`src/rtl/xfd_pkg.sv`:
```
package xfd_pkg;

    typedef enum logic [1:0] {
        ST_DISARMED = 2'd0,
        ST_ARMED    = 2'd1,
        ST_TRIP     = 2'd2,
        ST_HALTED   = 2'd3
    } xfd_state_e;

    typedef enum logic [1:0] {
        SRC_RC   = 2'b00,
        SRC_EXT  = 2'b01,
        SRC_PLL  = 2'b10,
        SRC_RSVD = 2'b11
    } sys_src_e;

endpackage

```
`src/rtl/xfd_edge_sync.sv`:
```
module xfd_edge_sync #(
    parameter int STAGES = 2
) (
    input  logic clk,
    input  logic rst_n,
    input  logic async_in,
    output logic rise
);
    logic [STAGES-1:0] chain;
    logic              last_q;

    generate
        for (genvar g = 0; g < STAGES; g++) begin : g_stage
            if (g == 0) begin : g_first
                always_ff @(posedge clk or negedge rst_n) begin
                    if (!rst_n) chain[0] <= 1'b0;
                    else        chain[0] <= async_in;
                end
            end else begin : g_rest
                always_ff @(posedge clk or negedge rst_n) begin
                    if (!rst_n) chain[g] <= 1'b0;
                    else        chain[g] <= chain[g-1];
                end
            end
        end
    endgenerate

    always_ff @(posedge clk or negedge rst_n) begin
        if (!rst_n) last_q <= 1'b0;
        else        last_q <= chain[STAGES-1];
    end

    assign rise = chain[STAGES-1] & ~last_q;
endmodule

```
`src/rtl/xfd_window.sv`:
```
module xfd_window #(
    parameter int WIN_CYCLES = 16,
    parameter int MIN_EDGES  = 2
) (
    input  logic clk,
    input  logic rst_n,
    input  logic run,
    input  logic edge_seen,
    output logic win_short
);
    localparam int CW = (WIN_CYCLES > 1) ? $clog2(WIN_CYCLES) : 1;
    localparam int EW = $clog2(MIN_EDGES + 1);
    localparam logic [CW-1:0] LAST = CW'(WIN_CYCLES - 1);
    localparam logic [EW-1:0] SAT  = EW'(MIN_EDGES);

    logic [CW-1:0] cyc_q;
    logic [EW-1:0] edges_q;
    logic [EW:0]   tally;
    logic          at_end;

    assign at_end = run && (cyc_q == LAST);

    always_comb begin
        tally     = {1'b0, edges_q} + {{EW{1'b0}}, edge_seen};
        win_short = at_end && (tally < (EW+1)'(MIN_EDGES));
    end

    always_ff @(posedge clk or negedge rst_n) begin
        if (!rst_n) begin
            cyc_q   <= '0;
            edges_q <= '0;
        end else if (!run || at_end) begin
            cyc_q   <= '0;
            edges_q <= '0;
        end else begin
            cyc_q <= cyc_q + 1'b1;
            if (edge_seen && edges_q != SAT) edges_q <= edges_q + 1'b1;
        end
    end
endmodule

```
`src/rtl/xosc_fail_monitor.sv`:
```
module xosc_fail_monitor
    import xfd_pkg::*;
#(
    parameter int SYNC_STAGES = 2,
    parameter int WIN_CYCLES  = 16,
    parameter int MIN_EDGES   = 2
) (
    input  logic       ref_clk,
    input  logic       rst_n,
    input  logic       mon_en,
    input  logic       xosc_on,
    input  logic       xosc_ready,
    input  logic       xosc_clk,
    input  logic [1:0] sys_src,
    input  logic       pll_src_ext,
    input  logic       irq_clr,
    output logic       fail_irq,
    output logic       brk_pulse,
    output logic       xosc_force_off,
    output logic       fallback_req
);
    xfd_state_e state_q, state_d;
    logic       ext_rise;
    logic       win_short;
    logic       arm_ok;
    logic       keep_armed;
    logic       ext_feeds_sys;
    logic       trip_now;
    logic       irq_q, fb_q;

    xfd_edge_sync #(.STAGES(SYNC_STAGES)) u_sync (
        .clk      (ref_clk),
        .rst_n    (rst_n),
        .async_in (xosc_clk),
        .rise     (ext_rise)
    );

    xfd_window #(.WIN_CYCLES(WIN_CYCLES), .MIN_EDGES(MIN_EDGES)) u_win (
        .clk       (ref_clk),
        .rst_n     (rst_n),
        .run       (state_q == ST_ARMED),
        .edge_seen (ext_rise),
        .win_short (win_short)
    );

    assign arm_ok        = mon_en && xosc_on && xosc_ready;
    assign keep_armed    = mon_en && xosc_on;
    assign ext_feeds_sys = (sys_src == SRC_EXT) || ((sys_src == SRC_PLL) && pll_src_ext);

    always_comb begin
        state_d = state_q;
        unique case (state_q)
            ST_DISARMED: if (arm_ok) state_d = ST_ARMED;
            ST_ARMED: begin
                if (!keep_armed)    state_d = ST_DISARMED;
                else if (win_short) state_d = ST_TRIP;
            end
            ST_TRIP:   state_d = ST_HALTED;
            ST_HALTED: if (!xosc_on) state_d = ST_DISARMED;
        endcase
    end

    always_ff @(posedge ref_clk or negedge rst_n) begin
        if (!rst_n) state_q <= ST_DISARMED;
        else        state_q <= state_d;
    end

    assign trip_now = (state_q == ST_ARMED) && (state_d == ST_TRIP);

    always_ff @(posedge ref_clk or negedge rst_n) begin
        if (!rst_n) begin
            irq_q <= 1'b0;
            fb_q  <= 1'b0;
        end else begin
            if (trip_now)     irq_q <= 1'b1;
            else if (irq_clr) irq_q <= 1'b0;
            if (trip_now && ext_feeds_sys) fb_q <= 1'b1;
            else if (irq_clr)              fb_q <= 1'b0;
        end
    end

    always_comb begin
        brk_pulse      = 1'b0;
        xosc_force_off = 1'b0;
        unique case (state_q)
            ST_DISARMED, ST_ARMED: ;
            ST_TRIP: begin
                brk_pulse      = 1'b1;
                xosc_force_off = 1'b1;
            end
            ST_HALTED: xosc_force_off = 1'b1;
        endcase
    end

    assign fail_irq     = irq_q;
    assign fallback_req = fb_q;
endmodule

```
`config.mk`:
```
export PLATFORM = sky130hd
export DESIGN_NAME = xosc_fail_monitor
export DESIGN_NICKNAME = d
export VERILOG_FILES = /design/src/rtl/xfd_pkg.sv /design/src/rtl/xfd_edge_sync.sv /design/src/rtl/xfd_window.sv /design/src/rtl/xosc_fail_monitor.sv
export SDC_FILE = /design/constraint.sdc
export NUM_CORES = 1
export LEC_CHECK = 0
export BUFFER_PORTS_ARGS = -buffer_cell sky130_fd_sc_hd__buf_2
export CAP_MARGIN = 20
export CORE_MARGIN = 2
export CORE_UTILIZATION = 44
export CTS_CLUSTER_DIAMETER = 80
export DETAILED_ROUTE_END_ITERATION = 12
export PLACE_DENSITY = 0.81
export SETUP_SLACK_MARGIN = 0.5
export SLEW_MARGIN = 0
export SYNTH_ARGS = -nofsm -noshare
export SYNTH_HDL_FRONTEND = slang
export SYNTH_SLANG_ARGS = --single-unit
```
`constraint.sdc`:
```
create_clock -name ref_clk -period 1.44 [get_ports ref_clk]
set_clock_uncertainty 0.1 [all_clocks]
set_input_delay 0.144 -clock ref_clk [delete_from_list [all_inputs] [get_ports ref_clk]]
set_output_delay 0.144 -clock ref_clk [all_outputs]
set_load 0.05 [all_outputs]
```
==> results.toml, run 1 <==
[sta]
grt_setup_unrepaired = "true"
fin_crit_sh = 0.9888
finalHoldViolations = 0
setup_viol = 0
final-max-slew-violation-count = 0
fin_tns_setup_ns = 0
maxSlewHeadroom = 0.8052
fmax_mhz = 702.3
tightest_slew_ns = 0.2922
finalCriticalPeriod_ns = 1.424
worst_slack_ns = 0.01607

[power_and_ir_drop]
p_int_uw = 528.9
vdd_drop_max_uv = 653.6
power_density_nw_per_um2 = 794.3
seqPwrFrac = 0.544
power_frac_clock = 0.326
switching_power_uw = 182.6
p_leak_uw = 0.0004098
power_frac_comb = 0.130
switching_share = 0.2567

[clock_tree]
clk_path_buf_depth = 2
tritoncts.num_buffers = 3
clock_latency_ns = 0.28
cts-root-buf = "clkbuf_4"
clkSlewWorstSetupHoldPaths_ns = 0.08
htree_num_levels = 1
clock-sinks = 13
tritoncts = "done"

[grt]
grt_overflow = 0
grt_pass1_wl_mm = 2.001
antenna_found_initial = 0
grt_util_met2 = 0.3135
grt_usage = 0.2054
gr-usage-met3 = 0.05000
grt_max_degree = 14
first_global_vias = 472
use_met1 = 0.2491
busiest_layer = "met2"

[place]
portBuffers = 13
post-place-ws_ns = -0.02243
gp_congestion = 0.7003
post-dp-hpwl_um = 819

[critical_path]
crit_start = "u_win.cyc_q[1]$_DFF_PN0_"
worstSetupPathType = "register to register"
startpoint_type = "register"
r2r-end = "state_q[0]$_DFF_PN0_"
r2r_slack_ns = 0.02
critPathRequiredTime_ns = 1.52
cp_max_fo = 3
arrival_ns = 1.51
endpoint_kind = "register"
regToRegStartpoint = "u_win.cyc_q[1]$_DFF_PN0_"
rr_worst_depth = 4

[logic_synthesis]
yosys.area.top_type_share = 0.5579
avgSynthCellArea_um2 = 11.43
ys_seq_elements = 13
synth_edf_count = 0
synth-seq-area-share = 0.5579
synthDistinctLibCells = 24
synth.most_common_cell = "dfrtp_1"
netlist_instances = 51
ys.flop_type = "dfrtp_1"
syn-num-nets = 63
syn-cell-area_um2 = 583.1
synthTopCellsByArea = "dfrtp_1 56%, nor2_1 4.5%, ha_1 4.3%, nor2b_1 3.2%, xnor2_1 3.0%"
synthTopCellsByCount = "13 x dfrtp_1, 7 x nor2_1, 4 x nand2_1"
synthArstFlopShare = 1.000
yosys.area.top_type = "dfrtp_1"
synth_warnings = 0

[finish]
antennaDiodeCount = 0
nFillCells = 82
syn_to_final_growth_pct = 53.65
drive_gt1_frac = 0.5250
nNetsFinal = 93

[worst_hold_path]
hold_end = "state_q[1]$_DFF_PN0_"
holdCritStartpoint = "xosc_on"
whs_path_depth = 3
hold_class = "primary input to register"

[die]
ios = 14
die_x_um = 40.40
die_h_um = 40.40
initial_utilization = 0.4596
die-area_um2 = 1632
core_area_um2 = 1269
placementRows = 13

[detailed_routing]
ant_nets = 0
drt_first_iter_violations = 6
wire_per_inst_um = 13.83
drc = 0
firstDrtPassIters = 3
vias = 477
wl_mm = 1.314
drt-vias-per-instance = 5.021

[flow_run]
cap_violations = 0

[run_status]
status = "completed"
-- registers in the layout (all words and copies together) (netlist names) --
register	cells
u_sync.chain	2
fail_irq	1
u_sync.last_q	1
state_q	2
u_win.cyc_q	4
u_win.edges_q	2
fallback_req	1
-- kinds of logic after synthesis --
logic type | share of synthesized area
and+or+nand+nor | 0.1996
muxes | 0.01717
DFF | 0.5579
AOI/OAI and AO/OA | 0.1116
xor gates and xnor gates | 0.04507
adders and majority gates | 0.04291
buffers and inverters | 0.02574
-- per-stage QoR --
| stage | std cells | power [µW] | instance area [µm²] | utilization | hold WS (ns) |
|---|---|---|---|---|---|
| finish | 95 | 711.6 | 895.9 | 0.7061 | 0.01688 |
| global route | 95 | 740.9 | 895.9 | 0.7061 | 0.02987 |
| CTS | 93 | 710.5 | 870.8 | 0.6864 | 0.04476 |
| detailed placement | 80 | 456.2 | 709.4 | 0.5592 | -0.05605 |
| global placement | 80 | 453.5 | 709.4 | 0.5592 | -0.05951 |
| floorplan | 51 | 424.8 | 615.6 | - | -0.2516 |
-- worst max path at each step --
stage / endpoint / slack (ns) / cells past startpoint
floorplan: fallback_req$_DFFE_PN0P_ / 0.05 / 4
global placement: fallback_req$_DFFE_PN0P_ / 0.03 / 4
detailed placement: fail_irq$_DFFE_PN0P_ / -0.02 / 4
CTS: fallback_req$_DFFE_PN0P_ / 0.03 / 4
global route: fallback_req$_DFFE_PN0P_ / -0.05 / 4
finish: state_q[0]$_DFF_PN0_ / 0.02 / 4
-- repair_timing --
item / 4_1_cts / 5_1_grt
endpoints found under the hold margin: 15 / 0
setup buffers: 6 / 2
setup endpoints to repair: 14 / 14
pin swaps: 9 / 4
resized for setup: 16 / 3
hold buffers: 3 / 0
-- worst max-delay path, cell delays in order, from the launching register on --
cell and delay, ns:
dfrtp_1 0.40, ha_4 0.16, nand3_2 0.06, or3_4 0.40, o21a_1 0.20
-- routing by layer --
metal | part of all wire | wire length (µm)
met1 | 0.40 | 526
met2 | 0.54 | 703
met3 | 0.033 | 43
met4 | 0.030 | 40
met5 | 0 | 0
-- power by group through the flow --
stage / combinational [µW] / sequential [µW] / clock [µW]
3_3_place_gp: 59.7 / 394 / 0
4_1_cts: 89.7 / 387 / 234
3_5_place_dp: 61.4 / 395 / 0
6_report: 92.5 / 387 / 232
5_1_grt: 103 / 389 / 249
2_1_floorplan: 32.4 / 392 / 0
-- final cells by class --
class / count / area, µm² / area share
Tap cell: 15 / 18.77 / 0.02095
Clock buffer: 3 / 22.52 / 0.02514
Sequential cell: 13 / 325.3 / 0.3631
Inverter: 3 / 13.76 / 0.01536
Clock inverter: 1 / 5.005 / 0.005587
Multi-Input combinational cell: 34 / 307.8 / 0.3436
Timing Repair Buffer: 26 / 202.7 / 0.2263
-- cell usage in the layout, fill, tap and decap left out --
master and n:
o21a_1 1, buf_6 4, and3b_1 1, o41a_2 1, nor2b_1 3, nand2b_1 1
ha_4 2, a21oi_1 1, o211ai_1 1, nor3b_4 1, dfrtp_1 13, clkbuf_4 3
mux2i_1 1, nand3_1 1, buf_8 1, nand2_2 1, buf_4 9, xnor2_1 2
inv_2 1, o32ai_2 1, and3_4 1, nand2_1 3, nor2_2 1, a211oi_2 1
o41ai_2 1, buf_2 9, nor2_1 5, clkinv_2 1, dlygate4sd3_1 3, nor2_4 1
xor2_1 1, inv_1 1, nand3_2 1, or3_4 1, inv_4 1
Note: power is estimated with default switching activity, not from simulation.
==> run 2, diff against run 1 <==
- ABC_AREA: default -> 1
- CORE_UTILIZATION: 44 -> 45
- PLACE_DENSITY: 0.81 -> 0.8
- clock period: 1.44 -> 1.5 ns (I/O delays scaled with it)
==> results.toml, run 2 <==
[run_status]
status = "completed"

[clock_tree]
clock-sinks = 13
cts-root-buf = "clkbuf_4"
clk_path_buf_depth = 2
tritoncts.num_buffers = 3
tritoncts = "done"
clkSlewWorstSetupHoldPaths_ns = 0.08
clock_latency_ns = 0.28
htree_num_levels = 1

[sta]
fmax_mhz = 789.9
tightest_slew_ns = 0.2853
setup_viol = 0
fin_tns_setup_ns = 0
maxSlewHeadroom = 0.8098
final-max-slew-violation-count = 0
finalCriticalPeriod_ns = 1.266
finalHoldViolations = 0
grt_setup_unrepaired = "true"
fin_crit_sh = 0.8440

[logic_synthesis]
netlist_instances = 65
synth_simple_gate_area_frac = 0.2604
yosys.area.top_type_share = 0.5417
synth_warnings = 0
synthTopCellsByCount = "13 x dfrtp_1, 12 x nand2_1, 10 x inv_1"
syn-num-nets = 77
synthDistinctLibCells = 17
synthArstFlopShare = 1.000
synthAdderAreaFrac = 0.04167
yosys.area.top_type = "dfrtp_1"
synth-seq-area-share = 0.5417
ys.flop_type = "dfrtp_1"
syn-cell-area_um2 = 600.6
synth_top_family_by_area = "simple AND/OR/NAND/NOR gates"
ys_seq_elements = 13
synth_compound_area_frac = 0.03125
avgSynthCellArea_um2 = 9.240
synthMuxAreaShare = 0
synth_xor_area_frac = 0.04375
synthTopCellsByArea = "dfrtp_1 54%, nand2_1 7.5%, inv_1 6.3%, nand3_2 5.0%, nor2_1 4.4%"
synth.most_common_cell = "dfrtp_1"
synth_edf_count = 0

[grt]
grt_max_degree = 14
busiest_layer = "met2"
gr-usage-met3 = 0.05000
grt_overflow = 0
first_global_vias = 510
grt_pass1_wl_mm = 1.973
grt_util_met2 = 0.3373
antenna_found_initial = 0
grt_usage = 0.2028
use_met1 = 0.1986

[detailed_routing]
vias = 516
drt-vias-per-instance = 4.822
firstDrtPassIters = 1
drc = 0
ant_nets = 0
wl_mm = 1.189
drt_first_iter_violations = 0
wire_per_inst_um = 11.11

[finish]
antennaDiodeCount = 0
drive_gt1_frac = 0.4348
layout_commonest_cell = "dfrtp_1"
largest_register_ffs = 4
nNetsFinal = 105
syn_to_final_growth_pct = 45.63
stdcell_area_um2 = 874.6
regMostFlops = "u_win.cyc_q"
final_cell_mix = "13 x dfrtp_1, 12 x nand2_1, 9 x inv_1, 9 x buf_2, 8 x buf_4"

[place]
portBuffers = 13
gp_congestion = 0.7328
post-dp-hpwl_um = 715.8
placement.cell_area_um2 = 693.2

[die]
die_h_um = 40.53
ios = 14
initial_utilization = 0.4734
core_area_um2 = 1269
die-area_um2 = 1643
placementRows = 13
die_x_um = 40.53

[critical_path]
worstSetupPathType = "register to register"
arrival_ns = 1.37
critPathRequiredTime_ns = 1.61
startpoint_type = "register"
cp_max_fo = 3
endpoint_kind = "register"

[power_and_ir_drop]
switching_power_uw = 156.2
seqPwrFrac = 0.567
vdd_drop_max_uv = 588.4
power_density_nw_per_um2 = 734.8
power_frac_comb = 0.095
p_int_uw = 486.5
p_leak_uw = 0.0004363
switching_share = 0.2430
power_frac_clock = 0.338

[worst_hold_path]
hold_class = "primary input to register"

[flow_run]
cap_violations = 0
## run 2: power by group through the flow
stage / Clock, µW / Combinational [µW] / Sequential, µW
2_1_floorplan: 0 / 22.4 / 371
3_3_place_gp: 0 / 43.6 / 372
3_5_place_dp: 0 / 45.3 / 372
4_1_cts: 221 / 60.9 / 364
5_1_grt: 239 / 71.7 / 365
6_report: 217 / 61.3 / 364
## run 2: area by class of cell
cell class,count,area (µm²)
Sequential cell,13,325.3
Clock inverter,1,5.005
Clock buffer,3,22.52
Inverter,12,45.04
Timing Repair Buffer,24,181.4
Tap cell,15,18.77
Fill cell,109,394.1
Multi-Input combinational cell,39,276.5
## run 2: worst max-delay path: stages, from the launching register on
cell and delay, ns:
dfrtp_1 0.37, inv_1 0.05, ha_2 0.15, nand3b_1 0.21
o21ai_1 0.15, inv_1 0.05, nor2_1 0.11
## run 2: metrics by stage
| step | utilization | hold WS (ns) | worst slack (ns) | power [µW] | std cells |
|---|---|---|---|---|---|
| 2_1_floorplan | - | -0.2456 | 0.3455 | 393.5 | 65 |
| 3_3_place_gp | 0.5464 | -0.05115 | 0.3087 | 415.7 | 92 |
| 3_5_place_dp | 0.5464 | -0.04780 | 0.2549 | 417.7 | 92 |
| 4_1_cts | 0.6755 | 0.009284 | 0.2787 | 645.5 | 106 |
| 5_1_grt | 0.6893 | 0.02649 | 0.1640 | 676.1 | 107 |
| 6_report | 0.6893 | 0.01152 | 0.2340 | 642.6 | 107 |
## run 2: final timing paths
path                                              start                            to  slack (ns)  depth (start not counted)
min in group asynchronous                         rst_n      fallback_req$_DFFE_PN0P_        0.18                          2
max                        u_win.edges_q[0]$_DFFE_PN0P_  u_win.edges_q[1]$_DFFE_PN0P_        0.23                          6
min                                             xosc_on          state_q[1]$_DFF_PN0_        0.01                          3
max reg2reg                u_win.edges_q[0]$_DFFE_PN0P_  u_win.edges_q[1]$_DFFE_PN0P_        0.23                          6
min reg2reg                   u_sync.chain[0]$_DFF_PN0_     u_sync.chain[1]$_DFF_PN0_        0.26                          0
max in group asynchronous                         rst_n      u_win.cyc_q[1]$_DFF_PN0_        0.90                          2
## run 2: cells by family (layout without fill, tap and decap cells)
kind of cell / Yosys count / count (layout)
buffers and inverters: 13 / 40
flip-flops: 13 / 13
AO/OA/AOI/OAI: 3 / 3
AND/OR/NAND/NOR: 31 / 31
adder cells (fa/ha/maj): 2 / 2
XOR/XNOR: 3 / 3
## run 2: timing repair
action | CTS | global route
cloned | 0 | 0
hold endpoints to repair | 14 | 0
endpoints found under the setup margin | 14 | 14
buffers inserted | 8 | 1
resized for setup | 11 | 5
pin swaps | 7 | 4
hold buffers | 2 | 0
## run 2: routing by layer
layer,part of all wire,up-vias
met5,0,-
met4,0.037,0
met3,0.050,4
met2,0.51,15
met1,0.41,240
li1,-,257
==> run 3, diff against run 2 <==
- ABC_AREA: 1 -> 0
- CORE_UTILIZATION: 45 -> 44
- PLACE_DENSITY: 0.8 -> 0.81
- clock period: 1.5 -> 1.1 ns (I/O delays scaled with it)
==> results.toml, run 3 (synthesized netlist as in run 1, its figures left out) <==
[run_status]
status = "complete, but fails checks"
violations = "negative hold slack, negative setup slack"

[clock_tree]
clock_latency_ns = 0.27
tritoncts = "done"
cts-root-buf = "clkbuf_4"
clk_path_buf_depth = 2
clkSlewWorstSetupHoldPaths_ns = 0.08
htree_num_levels = 1
tritoncts.num_buffers = 3
clock-sinks = 13

[sta]
setup_viol = 12
fin_crit_sh = 1.292
tightest_slew_ns = 0.2946
fin_hold_ws_ns = -0.3904
fmax_mhz = 703.5
worst_slack_ns = -0.3215
finalHoldViolations = 15
final-max-slew-violation-count = 0
maxSlewHeadroom = 0.8036
finalCriticalPeriod_ns = 1.421
grt_setup_unrepaired = "true"

[finish]
syn_to_final_growth_pct = 78.97
final_cell_mix = "13 x buf_6, 12 x dfrtp_1, 9 x buf_2, 9 x buf_4"
layout_commonest_cell = "buf_6"
drive_gt1_frac = 0.6477
stdcell_area_um2 = 1044
stdcell_count = 103
regMostFlops = "u_win.cyc_q"
nNetsFinal = 101
antennaDiodeCount = 0
largest_register_ffs = 4

[die]
core_area_um2 = 1269
die_x_um = 40.40
die-area_um2 = 1632
ios = 14
placementRows = 13
initial_utilization = 0.4596
die_h_um = 40.40

[grt]
antenna_found_initial = 0
grt_usage = 0.2058
grt_max_degree = 14
grt_pass1_wl_mm = 2.028
first_global_vias = 505
grt_overflow = 0

[critical_path]
cp_max_fo = 3
startpoint_type = "register"
endpoint_kind = "register"
r2r_slack_ns = -0.32
arrival_ns = 1.48
crit_buf_inv = 0
critPathRequiredTime_ns = 1.16
cp_top_family = "simple AND/OR/NAND/NOR gates"
crit_slowest_cell = "or3_4"
rr_worst_depth = 3
crit_cells = 3
cp_cell_sequence = "and3b_1 -> or3_4 -> o21a_1"
cpPeakStageDelay_ns = 0.40
worstSetupPathType = "register to register"

[detailed_routing]
drt-vias-per-instance = 5.058
ant_nets = 0
vias = 521
firstDrtPassIters = 3
wl_mm = 1.536
wire_per_inst_um = 14.91
drt_first_iter_violations = 3
drc = 0

[place]
dp_cells = 91
portBuffers = 13
post-dp-hpwl_um = 919.9
gp_congestion = 0.7402
placement.cell_area_um2 = 793.3

[power_and_ir_drop]
power_density_nw_per_um2 = 910.1
vdd_drop_max_uv = 852.3
p_leak_uw = 0.0004691

[worst_hold_path]
hold_class = "primary input to asynchronous set/reset pin"

[flow_run]
cap_violations = 0
## run 3: cell count changes in the layout (fill, tap and decap cells not counted), sizes merged, moves of 2 or more
cell and delta:
nand3 -6, inv -9, buf +12, nor2b +3, dlygate4sd3 -2, nand2 -8
o21ai -3
## run 3: path summary, 6_finish.rpt
check                                             start                         to
max in group asynchronous                         rst_n       fail_irq$_DFFE_PN0P_
min reg2reg                   u_sync.chain[0]$_DFF_PN0_  u_sync.chain[1]$_DFF_PN0_
min                                               rst_n   fallback_req$_DFFE_PN0P_
max                        u_win.edges_q[0]$_DFFE_PN0P_       state_q[0]$_DFF_PN0_
max reg2reg                u_win.edges_q[0]$_DFFE_PN0P_       state_q[0]$_DFF_PN0_
min in group ref_clk                           xosc_clk  u_sync.chain[0]$_DFF_PN0_
## run 3: area by class of cell
cell class                      instances  area [µm²]
Multi-Input combinational cell         34       354.1
Sequential cell                        13       326.6
Timing Repair Buffer                   34       304.0
Fill cell                              78       225.2
Clock buffer                            4       26.28
Tap cell                               15       18.77
Inverter                                3       13.76
## run 3: what timing repair did
item,in CTS,in global routing
setup endpoints to repair,15,15
setup buffers,6,2
pin swaps,13,8
gates resized for setup,27,14
cloned,0,0
endpoints found under the hold margin,15,15
## run 3: routing by layer
| layer | vias up | global-route usage | share of wire |
|---|---|---|---|
| met1 | 255 | 0.2148 | 0.34 |
| met5 | - | 0 | 0 |
| li1 | 249 | - | - |
| met4 | 0 | 0.07500 | 0.016 |
| met2 | 13 | 0.3889 | 0.60 |
| met3 | 4 | 0.05000 | 0.038 |
## run 3: report_power, final
group / total [µW] / internal, µW / switching [µW]
combinational: 157 / 85.5 / 71.5
clock: 287 / 140 / 147
sequential: 506 / 492 / 13.5
total: 950 / 718 / 232
## run 3: worst register-to-register path, delay by kind of cell (launching register included)
family	cells	cell delay (ns)
AND/OR/NAND/NOR	2	0.61
flip-flops	1	0.39
AO/OA/AOI/OAI	1	0.21
## run 3: per-stage QoR
stage          setup TNS (ns)  worst slack (ns)  utilization  power [µW]
2_1_floorplan          -1.172           -0.2935            -       556.7
3_3_place_gp           -1.632           -0.2845       0.6252       614.1
3_5_place_dp           -1.908           -0.3264       0.6252       618.7
4_1_cts                -2.094           -0.2974       0.7633       941.1
5_1_grt                -3.116           -0.3490       0.8225        1004
6_report               -2.526           -0.3215       0.8225       949.7
